`config.mk`:
```
export PLATFORM = sky130hd
export DESIGN_NAME = pwr_mode_seq
export DESIGN_NICKNAME = d
export VERILOG_FILES = /design/src/rtl/pwr_pkg.sv /design/src/rtl/pwr_sleep_decode.sv /design/src/rtl/pwr_wake_qual.sv /design/src/rtl/pwr_clk_ctrl.sv /design/src/rtl/pwr_mode_seq.sv
export SDC_FILE = /design/constraint.sdc
export NUM_CORES = 1
export LEC_CHECK = 0
export BUFFER_PORTS_ARGS = -buffer_cell sky130_fd_sc_hd__buf_2
export CAP_MARGIN = 0
export CORE_MARGIN = 2
export CORE_UTILIZATION = 28
export CTS_CLUSTER_SIZE = 28
export DETAILED_ROUTE_END_ITERATION = 10
export HOLD_SLACK_MARGIN = 0.12
export PLACE_DENSITY = 0.84
export SYNTH_ARGS = -nofsm -noshare
export SYNTH_HDL_FRONTEND = slang
export SYNTH_SLANG_ARGS = --single-unit
```
`constraint.sdc`:
```
create_clock -name clk -period 3 [get_ports clk]
set_clock_uncertainty 0.1 [all_clocks]
set_input_delay 0.45 -clock clk [delete_from_list [all_inputs] [get_ports clk]]
set_output_delay 0.45 -clock clk [all_outputs]
set_load 0.01 [all_outputs]
```
`src/rtl/pwr_pkg.sv`:
```
package pwr_pkg;
  typedef enum logic [2:0] {
    PM_RESET   = 3'd0,
    PM_RUN     = 3'd1,
    PM_DOZE    = 3'd2,
    PM_ALLSTOP = 3'd3,
    PM_SWSTBY  = 3'd4,
    PM_HWSTBY  = 3'd5
  } pm_state_e;
endpackage

```
`src/rtl/pwr_sleep_decode.sv`:
```
module pwr_sleep_decode
  import pwr_pkg::*;
#(
  parameter int MSTOP_W = 32,
  parameter int DC_LO   = 24,
  parameter int DC_HI   = 27
) (
  input  logic               sby_sel,
  input  logic               acs_en,
  input  logic [MSTOP_W-1:0] mstop,
  output pm_state_e          target
);
  function automatic logic [MSTOP_W-1:0] care_bits();
    logic [MSTOP_W-1:0] m;
    for (int i = 0; i < MSTOP_W; i++) m[i] = !(i >= DC_LO && i <= DC_HI);
    return m;
  endfunction

  localparam logic [MSTOP_W-1:0] CARE = care_bits();

  logic pattern_hit;

  always_comb begin
    pattern_hit = ((mstop & CARE) == CARE);
    if (sby_sel)                    target = PM_SWSTBY;
    else if (acs_en && pattern_hit) target = PM_ALLSTOP;
    else                            target = PM_DOZE;
  end

  always_comb begin
    if (target == PM_ALLSTOP)
      AST_ACS_PATTERN: assert (acs_en && !sby_sel && mstop[DC_LO-1:0] == '1 && mstop[MSTOP_W-1:DC_HI+1] == '1);
  end
endmodule

```
`src/rtl/pwr_wake_qual.sv`:
```
module pwr_wake_qual #(
  parameter int NUM_IRQ = 12,
  parameter int NUM_TMR = 4,
  parameter int TS_W    = 4
) (
  input  logic               nmi,
  input  logic [NUM_IRQ-1:0] irq,
  input  logic [NUM_IRQ-1:0] irq_wake_en,
  input  logic [NUM_TMR-1:0] tmr_irq,
  input  logic               wdt_irq,
  input  logic [TS_W-1:0]    tmr_stop,
  output logic               wake_doze,
  output logic               wake_allstop,
  output logic               wake_swstby
);
  logic [NUM_IRQ-1:0] irq_armed;

  for (genvar g = 0; g < NUM_IRQ; g++) begin : g_arm
    assign irq_armed[g] = irq[g] & irq_wake_en[g];
  end

  logic any_irq, any_tmr, tmr_live;

  always_comb begin
    any_irq      = |irq;
    any_tmr      = |tmr_irq;
    tmr_live     = any_tmr && (tmr_stop == '0);
    wake_doze    = nmi | any_irq | any_tmr | wdt_irq;
    wake_allstop = nmi | any_irq | tmr_live | wdt_irq;
    wake_swstby  = nmi | (|irq_armed);
  end
endmodule

```
`src/rtl/pwr_clk_ctrl.sv`:
```
module pwr_clk_ctrl
  import pwr_pkg::*;
(
  input  logic      clk,
  input  logic      rst_n,
  input  pm_state_e state,
  output logic      cpu_clk_en,
  output logic      per_clk_en,
  output logic      osc_en
);
  always_comb begin
    cpu_clk_en = 1'b0;
    per_clk_en = 1'b1;
    osc_en     = 1'b1;
    unique case (state)
      PM_RUN:     cpu_clk_en = 1'b1;
      PM_ALLSTOP: per_clk_en = 1'b0;
      PM_SWSTBY, PM_HWSTBY: begin
        per_clk_en = 1'b0;
        osc_en     = 1'b0;
      end
      default: ;
    endcase
  end

  AST_CPU_NEEDS_BUS: assert property (@(posedge clk) disable iff (!rst_n)
    cpu_clk_en |-> (per_clk_en && osc_en));
  AST_OSC_OFF_PERIPH_OFF: assert property (@(posedge clk) disable iff (!rst_n)
    !osc_en |-> !per_clk_en);
endmodule

```
`src/rtl/pwr_mode_seq.sv`:
```
module pwr_mode_seq
  import pwr_pkg::*;
#(
  parameter int NUM_IRQ   = 12,
  parameter int NUM_TMR   = 4,
  parameter int MSTOP_W   = 32,
  parameter int ACS_DC_LO = 24,
  parameter int ACS_DC_HI = 27,
  parameter int TS_LO     = 8,
  parameter int TS_HI     = 11
) (
  input  logic               clk,
  input  logic               rst_n,
  input  logic               stby_n,
  input  logic               sleep_stb,
  input  logic               sby_sel,
  input  logic               acs_en,
  input  logic               slp_inhibit,
  input  logic [MSTOP_W-1:0] mstop,
  input  logic               nmi,
  input  logic [NUM_IRQ-1:0] irq,
  input  logic [NUM_IRQ-1:0] irq_wake_en,
  input  logic [NUM_TMR-1:0] tmr_irq,
  input  logic               wdt_irq,
  output logic [2:0]         mode,
  output logic               cpu_clk_en,
  output logic               per_clk_en,
  output logic               osc_en
);
  localparam int TS_W = TS_HI - TS_LO + 1;

  pm_state_e st_q, st_d, sleep_tgt;
  logic      wake_doze, wake_allstop, wake_swstby;

  pwr_sleep_decode #(.MSTOP_W(MSTOP_W), .DC_LO(ACS_DC_LO), .DC_HI(ACS_DC_HI)) u_decode (
    .sby_sel (sby_sel),
    .acs_en  (acs_en),
    .mstop   (mstop),
    .target  (sleep_tgt)
  );

  pwr_wake_qual #(.NUM_IRQ(NUM_IRQ), .NUM_TMR(NUM_TMR), .TS_W(TS_W)) u_wake (
    .nmi          (nmi),
    .irq          (irq),
    .irq_wake_en  (irq_wake_en),
    .tmr_irq      (tmr_irq),
    .wdt_irq      (wdt_irq),
    .tmr_stop     (mstop[TS_HI:TS_LO]),
    .wake_doze    (wake_doze),
    .wake_allstop (wake_allstop),
    .wake_swstby  (wake_swstby)
  );

  always_comb begin
    st_d = st_q;
    if (!stby_n) begin
      st_d = PM_HWSTBY;
    end else if (st_q == PM_HWSTBY) begin
      if (!rst_n) st_d = PM_RESET;
    end else if (!rst_n) begin
      st_d = PM_RESET;
    end else begin
      unique case (st_q)
        PM_RESET:   st_d = PM_RUN;
        PM_RUN:     if (sleep_stb && !slp_inhibit) st_d = sleep_tgt;
        PM_DOZE:    if (wake_doze)    st_d = PM_RUN;
        PM_ALLSTOP: if (wake_allstop) st_d = PM_RUN;
        PM_SWSTBY:  if (wake_swstby)  st_d = PM_RUN;
        default:    st_d = PM_RESET;
      endcase
    end
  end

  always_ff @(posedge clk) st_q <= st_d;

  assign mode = st_q;

  pwr_clk_ctrl u_clk (
    .clk        (clk),
    .rst_n      (rst_n),
    .state      (st_q),
    .cpu_clk_en (cpu_clk_en),
    .per_clk_en (per_clk_en),
    .osc_en     (osc_en)
  );

  AST_HWSTBY_ENTRY: assert property (@(posedge clk) disable iff (!rst_n)
    !stby_n |=> mode == PM_HWSTBY);
  AST_HWSTBY_HOLD: assert property (@(posedge clk) disable iff (!rst_n)
    (mode == PM_HWSTBY) |=> mode == PM_HWSTBY);
  AST_INHIBIT_BLOCKS: assert property (@(posedge clk) disable iff (!rst_n)
    (stby_n && mode == PM_RUN && slp_inhibit) |=> mode == PM_RUN);
  AST_SWSTBY_QUIET: assert property (@(posedge clk) disable iff (!rst_n)
    (stby_n && mode == PM_SWSTBY && !nmi && (irq & irq_wake_en) == '0) |=> mode == PM_SWSTBY);
  AST_RESET_WINS: assert property (@(posedge clk) disable iff (rst_n)
    (stby_n && mode != PM_HWSTBY) |=> mode == PM_RESET);
endmodule

```
# == Yosys cells after proc, flatten, opt, wreduce, memory -nomap -nowiden ==
# Cells that the tools add are included.
# word_totals
in_bits,69
word_cells,55
reg_bits,3
output_inout_bits,6
# classes
n_reduce_logical,12
n_bitwise,18
muxes,13
n_eq_ne,11
# ops
op,n
$eq 28x28->1 const B,1
$mux 3,8
$reduce_or 12->1,2
$pmux 3 s5,1
$and 1x1->1,12
$ne 3x3->1 const B,3
$eq 3x2->1 const B,2
$eq 3x3->1 const B,2
$or 1x1->1,6
$reduce_and 5->1,1
$logic_not 4->1,1
$mux 1,4
$reduce_or 4->1,1
$eq 3x1->1 const B,1
$logic_and 1x1->1,3
$logic_not 3->1,1
$ne 3x2->1 const B,1
$reduce_or 3->1,1
$ne 2x2->1 const B,1
$reduce_or 2->1,1
$logic_not 1->1,1

# == Logic depth before layout (Yosys ltp) ==
# Gate-level depths: netlist of the first run.
# logic_depth
ltp_word,8
mapped_depth,6
depth_no_buf,5

# == By module ==
# Synthesis of the first run repeated with hierarchy kept, for this count alone.
# unflattened
hier_cells,57
area_unflattened_um2,429.2
# modules_own_cells
mod,cells_each,n_inst,area_per_inst_um2,seq_area_each_um2
pwr_mode_seq,24,1,196.4,60.1
pwr_wake_qual,17,1,111.4,0.0
pwr_sleep_decode,12,1,85.1,0.0
pwr_clk_ctrl,4,1,36.3,0.0

# == Least setup slack after synthesis of the first run ==
# No wires, ideal clock.
# synth_path
path_type,input to register
from,input port acs_en
to,"register st_q[0], in the netlist mode[0]"
t_arrival_ns,1.488
t_required_ns,2.836
setup_ns,0.064
slack_ns,1.348
n_path_buf,0
stages,5
path_cell_list,nand4_1 nor4_1 a32oi_1 or4b_1 nand4_1
# synth_via
elab_chain_len,7
# synth_rtl
element,line,source
from (decl),pwr_mode_seq.sv:17,"input logic acs_en,"
$logic_and 1x1->1,pwr_sleep_decode.sv:26,else if (acs_en && pattern_hit) target = PM_ALLSTOP;
$mux 1,pwr_sleep_decode.sv:26,
$mux 3,pwr_sleep_decode.sv:25,if (sby_sel) target = PM_SWSTBY;
$mux 3,pwr_mode_seq.sv:65,PM_RUN: if (sleep_stb && !slp_inhibit) st_d = sleep_tgt;
$pmux 3 s5,pwr_mode_seq.sv:63,unique case (st_q)
$mux 3,pwr_mode_seq.sv:60,end else if (!rst_n) begin
$mux 3,pwr_mode_seq.sv:58,end else if (st_q == PM_HWSTBY) begin
to (signal assigned),pwr_mode_seq.sv:74,always_ff @(posedge clk) st_q <= st_d;
to (decl),pwr_mode_seq.sv:32,"pm_state_e st_q, st_d, sleep_tgt;"
# Every way passes these cells. The select of a mux whose other input is x is not followed.
# A chain may end at the register's enable or synchronous reset.

# == Final worst setup path of the first run ==
# layout_path
from,"register st_q[2], in the netlist mode[2]"
to,output port per_clk_en
# layout_via
elab_chain_len,3
# layout_rtl
element,line,source
$eq 3x3->1 or $eq 3x2->1 (tied branches),pwr_clk_ctrl.sv:15,unique case (state)
$reduce_or 3->1 (no source line) *,-,
$mux 1 *,pwr_clk_ctrl.sv:15,
to (decl),pwr_mode_seq.sv:27,"output logic per_clk_en,"
# Mark *: on every way between the ends. The rest lies on a longest branch, timed or not.

==> summary.md, run 1 <==
| Metric | Value |
|---|---|
| Status | finished, final reports clean |
| Unique masters post-synth | 25 |
| Critical Path Fanout Max | 10 |
| CP Launch Type | flip-flop |
| Crit Path Category | reg -> out |
| Max reg flops | 3 |
| Initial detailed-routing violation count | 14 |
| Max Freq | 0.543 GHz |
| Number of diodes | 0 |
| Syn. warnings | 0 |
| DR vias/cell | between 5 and 6 |
| Nets | 198 |
| Hold buffer count at CTS | 0 |
| Vias in the first global route | 702 |
| Worst min path class | in -> reg |
| Worst EP required | 2.45 ns |
| Unrepaired setup endpoints after global routing | false |
| Die ar. | 1820 sq um |
| Final-report max-slew violation count | 0 |
| Period utilization | just over 60% |
| Drt first pass iters | 4 |
| Post-DRT Antenna Nets | 0 |
| IO Pins | 75 |
| CTS sink cnt | 3 |
| Synthesized area | ~420 sq um |
| TritonCTS clock tree | yes |
| Placed instance area | just under 800 sq um |
| Hpwl dp | about 1500 um |
| Fin cells | roughly 140 |
| Core ar. | about 1400 sq um |
| Setup Total Neg Slack | 0 ns |
| IO buf count | 70 |
| Resize count post-CTS | 0 |
| Area contributors post-synth | dfxtp_1 14%, nand4_1 13%, a22oi_1 9.0% |
| Clk pin slew, worst setup/hold paths | around 0.040 ns |
| First-pass GRT wire length | around 2900 um |
| Sequential share of the synthesized area | between 10% and 20% |
| Gpl congestion | 0.765 |
| Wirelength per Cell | ~12 um |
| Row cnt | 13 |
| Worst slew margin | around 76% |
| #FFs+latches synth | 3 |
| Synth-to-Final Area Change | 91.9% |
| CP endpoint kind | output port |
| Period minus WS final | ~1.8 ns |
| Leakage | around 0.41 nW |
| Cell area power density | ~260 nW/um^2 |
| Root Buffer | clkbuf_4 |
| Number of remaining DRC errors | 0 |
| WP data arrival | around 1.3 ns |
| Fin util | about three fifths |
| Post-Syn Instances | 55 |
| Max Root-Sink Buffers | 2 |
| Tightest Pin Transition | roughly 0.36 ns |
| H-tree levels | 1 |
| GRT Total Usage | about a fifth |
| Design area | ~800 sq um |
| Syn Area/Cell | 7.60 sq um |
| Final setup violation count | 0 |
| Drt total wl | 1690 um |
| Clock Latency Late Sink | about 0.23 ns |
| Starting Density | a little under a third |
| VDD IR max | ~0.12 mV |
| Via Count | approximately 750 |
| Die Span Y | 42.6 um |
| Inserted Clock Buffers | 3 |
| Antenna violations before repair | 0 |
| Pin count of the biggest net entering global routing | 11 |
| Dpl cells | 139 |
| # Post-CTS Setup Buffers | 0 |
| Net count after synthesis | 124 |
| Max_cap viols | 0 |
| Cell taking the most area after synthesis | dfxtp_1 |
| Chip Width | 42.6 um |
| Hold Fails Final Rpt | 0 |
| Grt ovf | 0 |
| Layout cells sized above 1 | 60.9% |
| Top-area cell type share of the netlist area | 14.4% |
-- critical path, stage by stage, from the launching register on --
cell and delay (ns):
dfxtp_1 0.53, and2b_1 0.23, a21oi_1 0.15, buf_2 0.15
-- synthesized netlist by cell type --
cell and number:
a211oi_1 1, a21o_1 1, a21oi_1 3, a22oi_1 5
a32oi_1 1, and2b_1 1, buf_6 1, dfxtp_1 3
inv_1 1, nand2_1 6, nand2b_1 1, nand3_1 5
nand4_1 9, nor2_1 2, nor2b_1 1, nor3b_2 1
nor4_1 4, nor4_4 1, nor4b_1 1, o211ai_1 1
o31ai_2 1, o41ai_2 1, or2_2 1, or4_1 2
or4b_1 1
-- path summary, 6_finish.rpt --
check               start         end  slack [ns]  cells after the start
setup / recovery  mode[2]  per_clk_en        1.16                      3
hold / removal     stby_n     mode[0]        0.33                      2
setup reg to reg  mode[2]     mode[0]        1.28                      5
hold reg to reg   mode[0]     mode[0]        0.52                      2
-- final cells by class --
cell class | count | area (sq um)
multi-input combinational | 50 | 343
timing repair buffer | 70 | 350
tap | 15 | 18.8
inverter | 1 | 3.75
fill | 137 | 548
clock buffer | 4 | 26.3
sequential | 3 | 60.1
-- report_power, final --
group | switching (mW) | internal [mW]
combinational | 0.0374 | 0.0485
sequential | 0.00689 | 0.0430
clock | 0.0232 | 0.0500
-- placed cells by master (no fill, tap or decap), drive strengths merged --
cell type / instances
a211oi: 1
a21o: 1
a21oi: 3
a22oi: 5
a32oi: 1
and2b: 1
buf: 70
clkbuf: 4
dfxtp: 3
inv: 1
nand2: 6
nand2b: 1
nand3: 5
nand4: 9
nor2: 2
nor2b: 1
nor3b: 1
nor4: 5
nor4b: 1
o211ai: 1
o31ai: 1
o41ai: 1
or2: 1
or4: 2
or4b: 1
-- routing by layer --
metal / up-vias / share of wire, % / global-route usage [%]
met5: - / 0 / 0
met2: 46 / 52 / 36.7
li1: 378 / - / -
met4: 0 / 0 / 5.00
met1: 325 / 36 / 22.0
met3: 0 / 12 / 7.33
-- logic make-up after synthesis --
| logic type | synth area share [%] |
|---|---|
| DFF | 14.4 |
| and+or+nand+nor | 55.1 |
| buffers and inverters | 3.59 |
| AOI/OAI and AO/OA | 26.9 |
-- stage by stage --
stage | power [mW] | hold slack, ns | setup WS, ns
final | 0.209 | 0.331 | 1.16
after global placement | 0.134 | 0.499 | 1.21
after floorplan | 0.0814 | 0.424 | 1.35
after CTS | 0.211 | 0.326 | 1.15
after detailed placement | 0.137 | 0.519 | 1.18
after global routing | 0.224 | 0.344 | 1.08
Power figures use the tool's default switching activity.
==> run 2: changes to the inputs <==
--- a/config.mk
+++ b/config.mk
@@ -5,14 +5,15 @@
 export SDC_FILE = /design/constraint.sdc
 export NUM_CORES = 1
 export LEC_CHECK = 0
+export ABC_AREA = 1
 export BUFFER_PORTS_ARGS = -buffer_cell sky130_fd_sc_hd__buf_2
 export CAP_MARGIN = 0
 export CORE_MARGIN = 2
-export CORE_UTILIZATION = 28
+export CORE_UTILIZATION = 26
 export CTS_CLUSTER_SIZE = 28
 export DETAILED_ROUTE_END_ITERATION = 10
 export HOLD_SLACK_MARGIN = 0.12
-export PLACE_DENSITY = 0.84
+export PLACE_DENSITY = 0.76
 export SYNTH_ARGS = -nofsm -noshare
 export SYNTH_HDL_FRONTEND = slang
 export SYNTH_SLANG_ARGS = --single-unit
==> constraint.sdc (replaced) <==
create_clock -name clk -period 1.6 [get_ports clk]
set_clock_uncertainty 0.1 [all_clocks]
set_input_delay 0.24 -clock clk [delete_from_list [all_inputs] [get_ports clk]]
set_output_delay 0.24 -clock clk [all_outputs]
set_load 0.01 [all_outputs]
==> summary.md, run 2 <==
| Metric | Value |
|---|---|
| Period minus WS final | between 1 and 1.5 ns |
| Ys async rst share | 0% (unchanged) |
| Critical Path Fanout Max | 6 (-4) |
| Post-DRT Antenna Nets | 0 (unchanged) |
| Max Freq | ~0.69 GHz |
| Grt ovf | 0 (unchanged) |
| Synth-to-Final Area Change | 85.0% |
| Die ar. | 2260 sq um (+24%) |
| Wirelength per Cell | 8.70 um (-26%) |
| Gpl congestion | 0.767 (+0.31%) |
| Final-report max-slew violation count | 0 (unchanged) |
| Highest-count cells in the layout ignoring fill and taps | 70 x buf_2, 45 x nand2_1, 32 x nor2_1 |
| Unique masters post-synth | 11 (-56%) |
| Chip Width | 47.5 um (+12%) |
| IO buf count | 70 (unchanged) |
| Area occupied by multi-input gates | 395 sq um (+15%) |
| Layout cells sized above 1 | 42.4% (-19 points) |
| Initial detailed-routing violation count | 4 (-10) |
| Setup Total Neg Slack | 0 ns (unchanged) |
| Syn Area/Cell | 4.52 sq um (-40%) |
| Fin cells | 209 (+46%) |
| Final setup violation count | 0 (unchanged) |
| Unrepaired setup endpoints after global routing | false |
| Dpl cells | 204 (+47%) |
| Post-Syn Instances | 109 (+98%) |
| Leakage | 0.558 nW (+36%) |
| Antenna violations before repair | 0 (unchanged) |
| Root Buffer | clkbuf_4 |
| Number of remaining DRC errors | 0 (unchanged) |
| Clk pin slew, worst setup/hold paths | 0.04 ns (about the same) |
| DR vias/cell | 4.23 (-19%) |
| Fin util | 51.7% (-7.7 points) |
| Tightest Pin Transition | 0.453 ns (+0.0913 ns) |
| Design area | 912 sq um (+14%) |
| Fillers | 204 (+49%) |
| Die Span Y | 47.5 um (+12%) |
| Number of diodes | 0 (unchanged) |
| First-pass GRT wire length | 2680 um (-7.4%) |
| Most common cell after layout, fill and taps aside | buf_2 |
| Period utilization | about nine tenths |
| Register area | 61.3 sq um (+2.1%) |
| Status | finished, final reports clean |
| Hold Fails Final Rpt | 0 (unchanged) |
| Via Count | 884 (+18%) |
| Cells on worst reg2reg path | 11 (+6) |
| Main synth FF type | dfxtp_1 |
| Worst EP required | 1.26 ns (-1.19 ns) |
| Core ar. | 1760 sq um (+31%) |
| Commonest cells in the netlist | 45 x nand2_1, 32 x nor2_1, 12 x nand3_1, 9 x inv_1, 3 x dfxtp_1 |
| Pin count of the biggest net entering global routing | 9 (-2) |
| Hpwl dp | 1610 um (+8.1%) |
| Count leader, synth | nand2_1 |
| IO Pins | 75 (unchanged) |
| CTS sink cnt | 3 (unchanged) |
| Max reg flops | 3 (unchanged) |
| Post-synth EDFFs | 0 (unchanged) |
| Inserted Clock Buffers | 3 (unchanged) |
| Worst slew margin | 69.5% (-6.3 points) |
| Sequential share of the synthesized area | 12.2% (-2.2 points) |
| H-tree levels | 1 (unchanged) |
| Row cnt | 15 (+2) |
| Top-area cell type share of the netlist area | 34.3% (+20 points) |
| Max Root-Sink Buffers | 2 (unchanged) |
| Starting Density | 27.9% (-3.0 points) |
| WHS Path Cells | 3 (+1) |
| Drt first pass iters | 4 (unchanged) |
| CP endpoint kind | output port |
| CP Launch Type | flip-flop |
| Worst hold slack | 0.207 ns (-0.123 ns) |
| Placed instance area | 875 sq um (+13%) |
| Drt total wl | 1820 um (+7.5%) |
| Cell area power density | 461 nW/um^2 (+77%) |
| Crit Path Category | reg -> out |
| Nets | 254 (+28%) |
| Max_cap viols | 0 (unchanged) |
| Cell taking the most area after synthesis | nand2_1 |
| Syn. warnings | 0 (unchanged) |
| GRT Total Usage | 16.4% (-3.9 points) |
| Clock Latency Late Sink | 0.23 ns (about the same) |
| Synthesized area | 493 sq um (+18%) |
| Worst min path class | in -> reg |
| Vias in the first global route | 755 (+7.5%) |
| WP data arrival | 1.10 ns (-0.19 ns) |
| Area contributors post-synth | nand2_1 34%, nor2_1 24%, dfxtp_1 12% |
| TritonCTS clock tree | yes |
| VDD IR max | 0.529 mV (+320%) |
| Net count after synthesis | 178 (+44%) |
| #FFs+latches synth | 3 (unchanged) |
## run 2: final cells by class
cell class | instances | area share [%]
clock buffer | 4 | 2.88
inverter | 10 | 4.12
multi-input combinational | 96 | 43.3
sequential | 3 | 6.72
tap | 25 | 3.43
timing repair buffer | 71 | 39.5
## run 2: through the flow
stage | setup slack [ns] | total power, mW
floorplan | 0.297 | 0.177
global placement | 0.250 | 0.284
detailed placement | 0.243 | 0.289
CTS | 0.0802 | 0.430
global route | 0.0573 | 0.466
finish | 0.156 | 0.421
## run 2: what timing repair did
action / CTS / global route
buffers inserted: 0 / 0
endpoints found under the setup margin: 0 / 1
hold endpoints to repair: 1 / 0
gates resized for setup: 0 / 1
hold buffers: 1 / 0
## run 2: cell families (layout without fill, tap and decap cells)
kind of cell | after synthesis | after routing | share of synthesized area (%)
simple gates | 92 | 92 | 74.6
buf+inv | 10 | 85 | 7.61
compound gates | 4 | 4 | 5.58
flops | 3 | 3 | 12.2
## run 2: path summary, 6_finish.rpt
kind                               from          to  slack, ns
worst max register to register  mode[1]     mode[1]       0.22
worst min register to register  mode[0]     mode[0]       0.43
worst max-delay path            mode[0]  cpu_clk_en       0.16
worst min-delay path              rst_n     mode[2]       0.21
## run 2: power breakdown
group / internal, mW / leakage (nW) / switching, mW
logic: 0.102 / 0.518 / 0.0921
registers: 0.0831 / 0.0249 / 0.0127
clock network: 0.0933 / 0.0150 / 0.0371
total: 0.279 / 0.558 / 0.142
## run 2: critical path, stage by stage (launching register included)
cell and delay [ns]:
dfxtp_2 0.37, inv_1 0.05, nor2_1 0.12, inv_1 0.06
nor2_1 0.13, buf_2 0.16
## run 2: metal layers
layer | wire (um) | GRT usage (%) | up-vias
met4 | 12 | 9.73 | 0
li1 | - | - | 486
met5 | 0 | 0 | -
met3 | 91 | 3.02 | 2
met2 | 986 | 31.9 | 24
met1 | 728 | 15.7 | 372
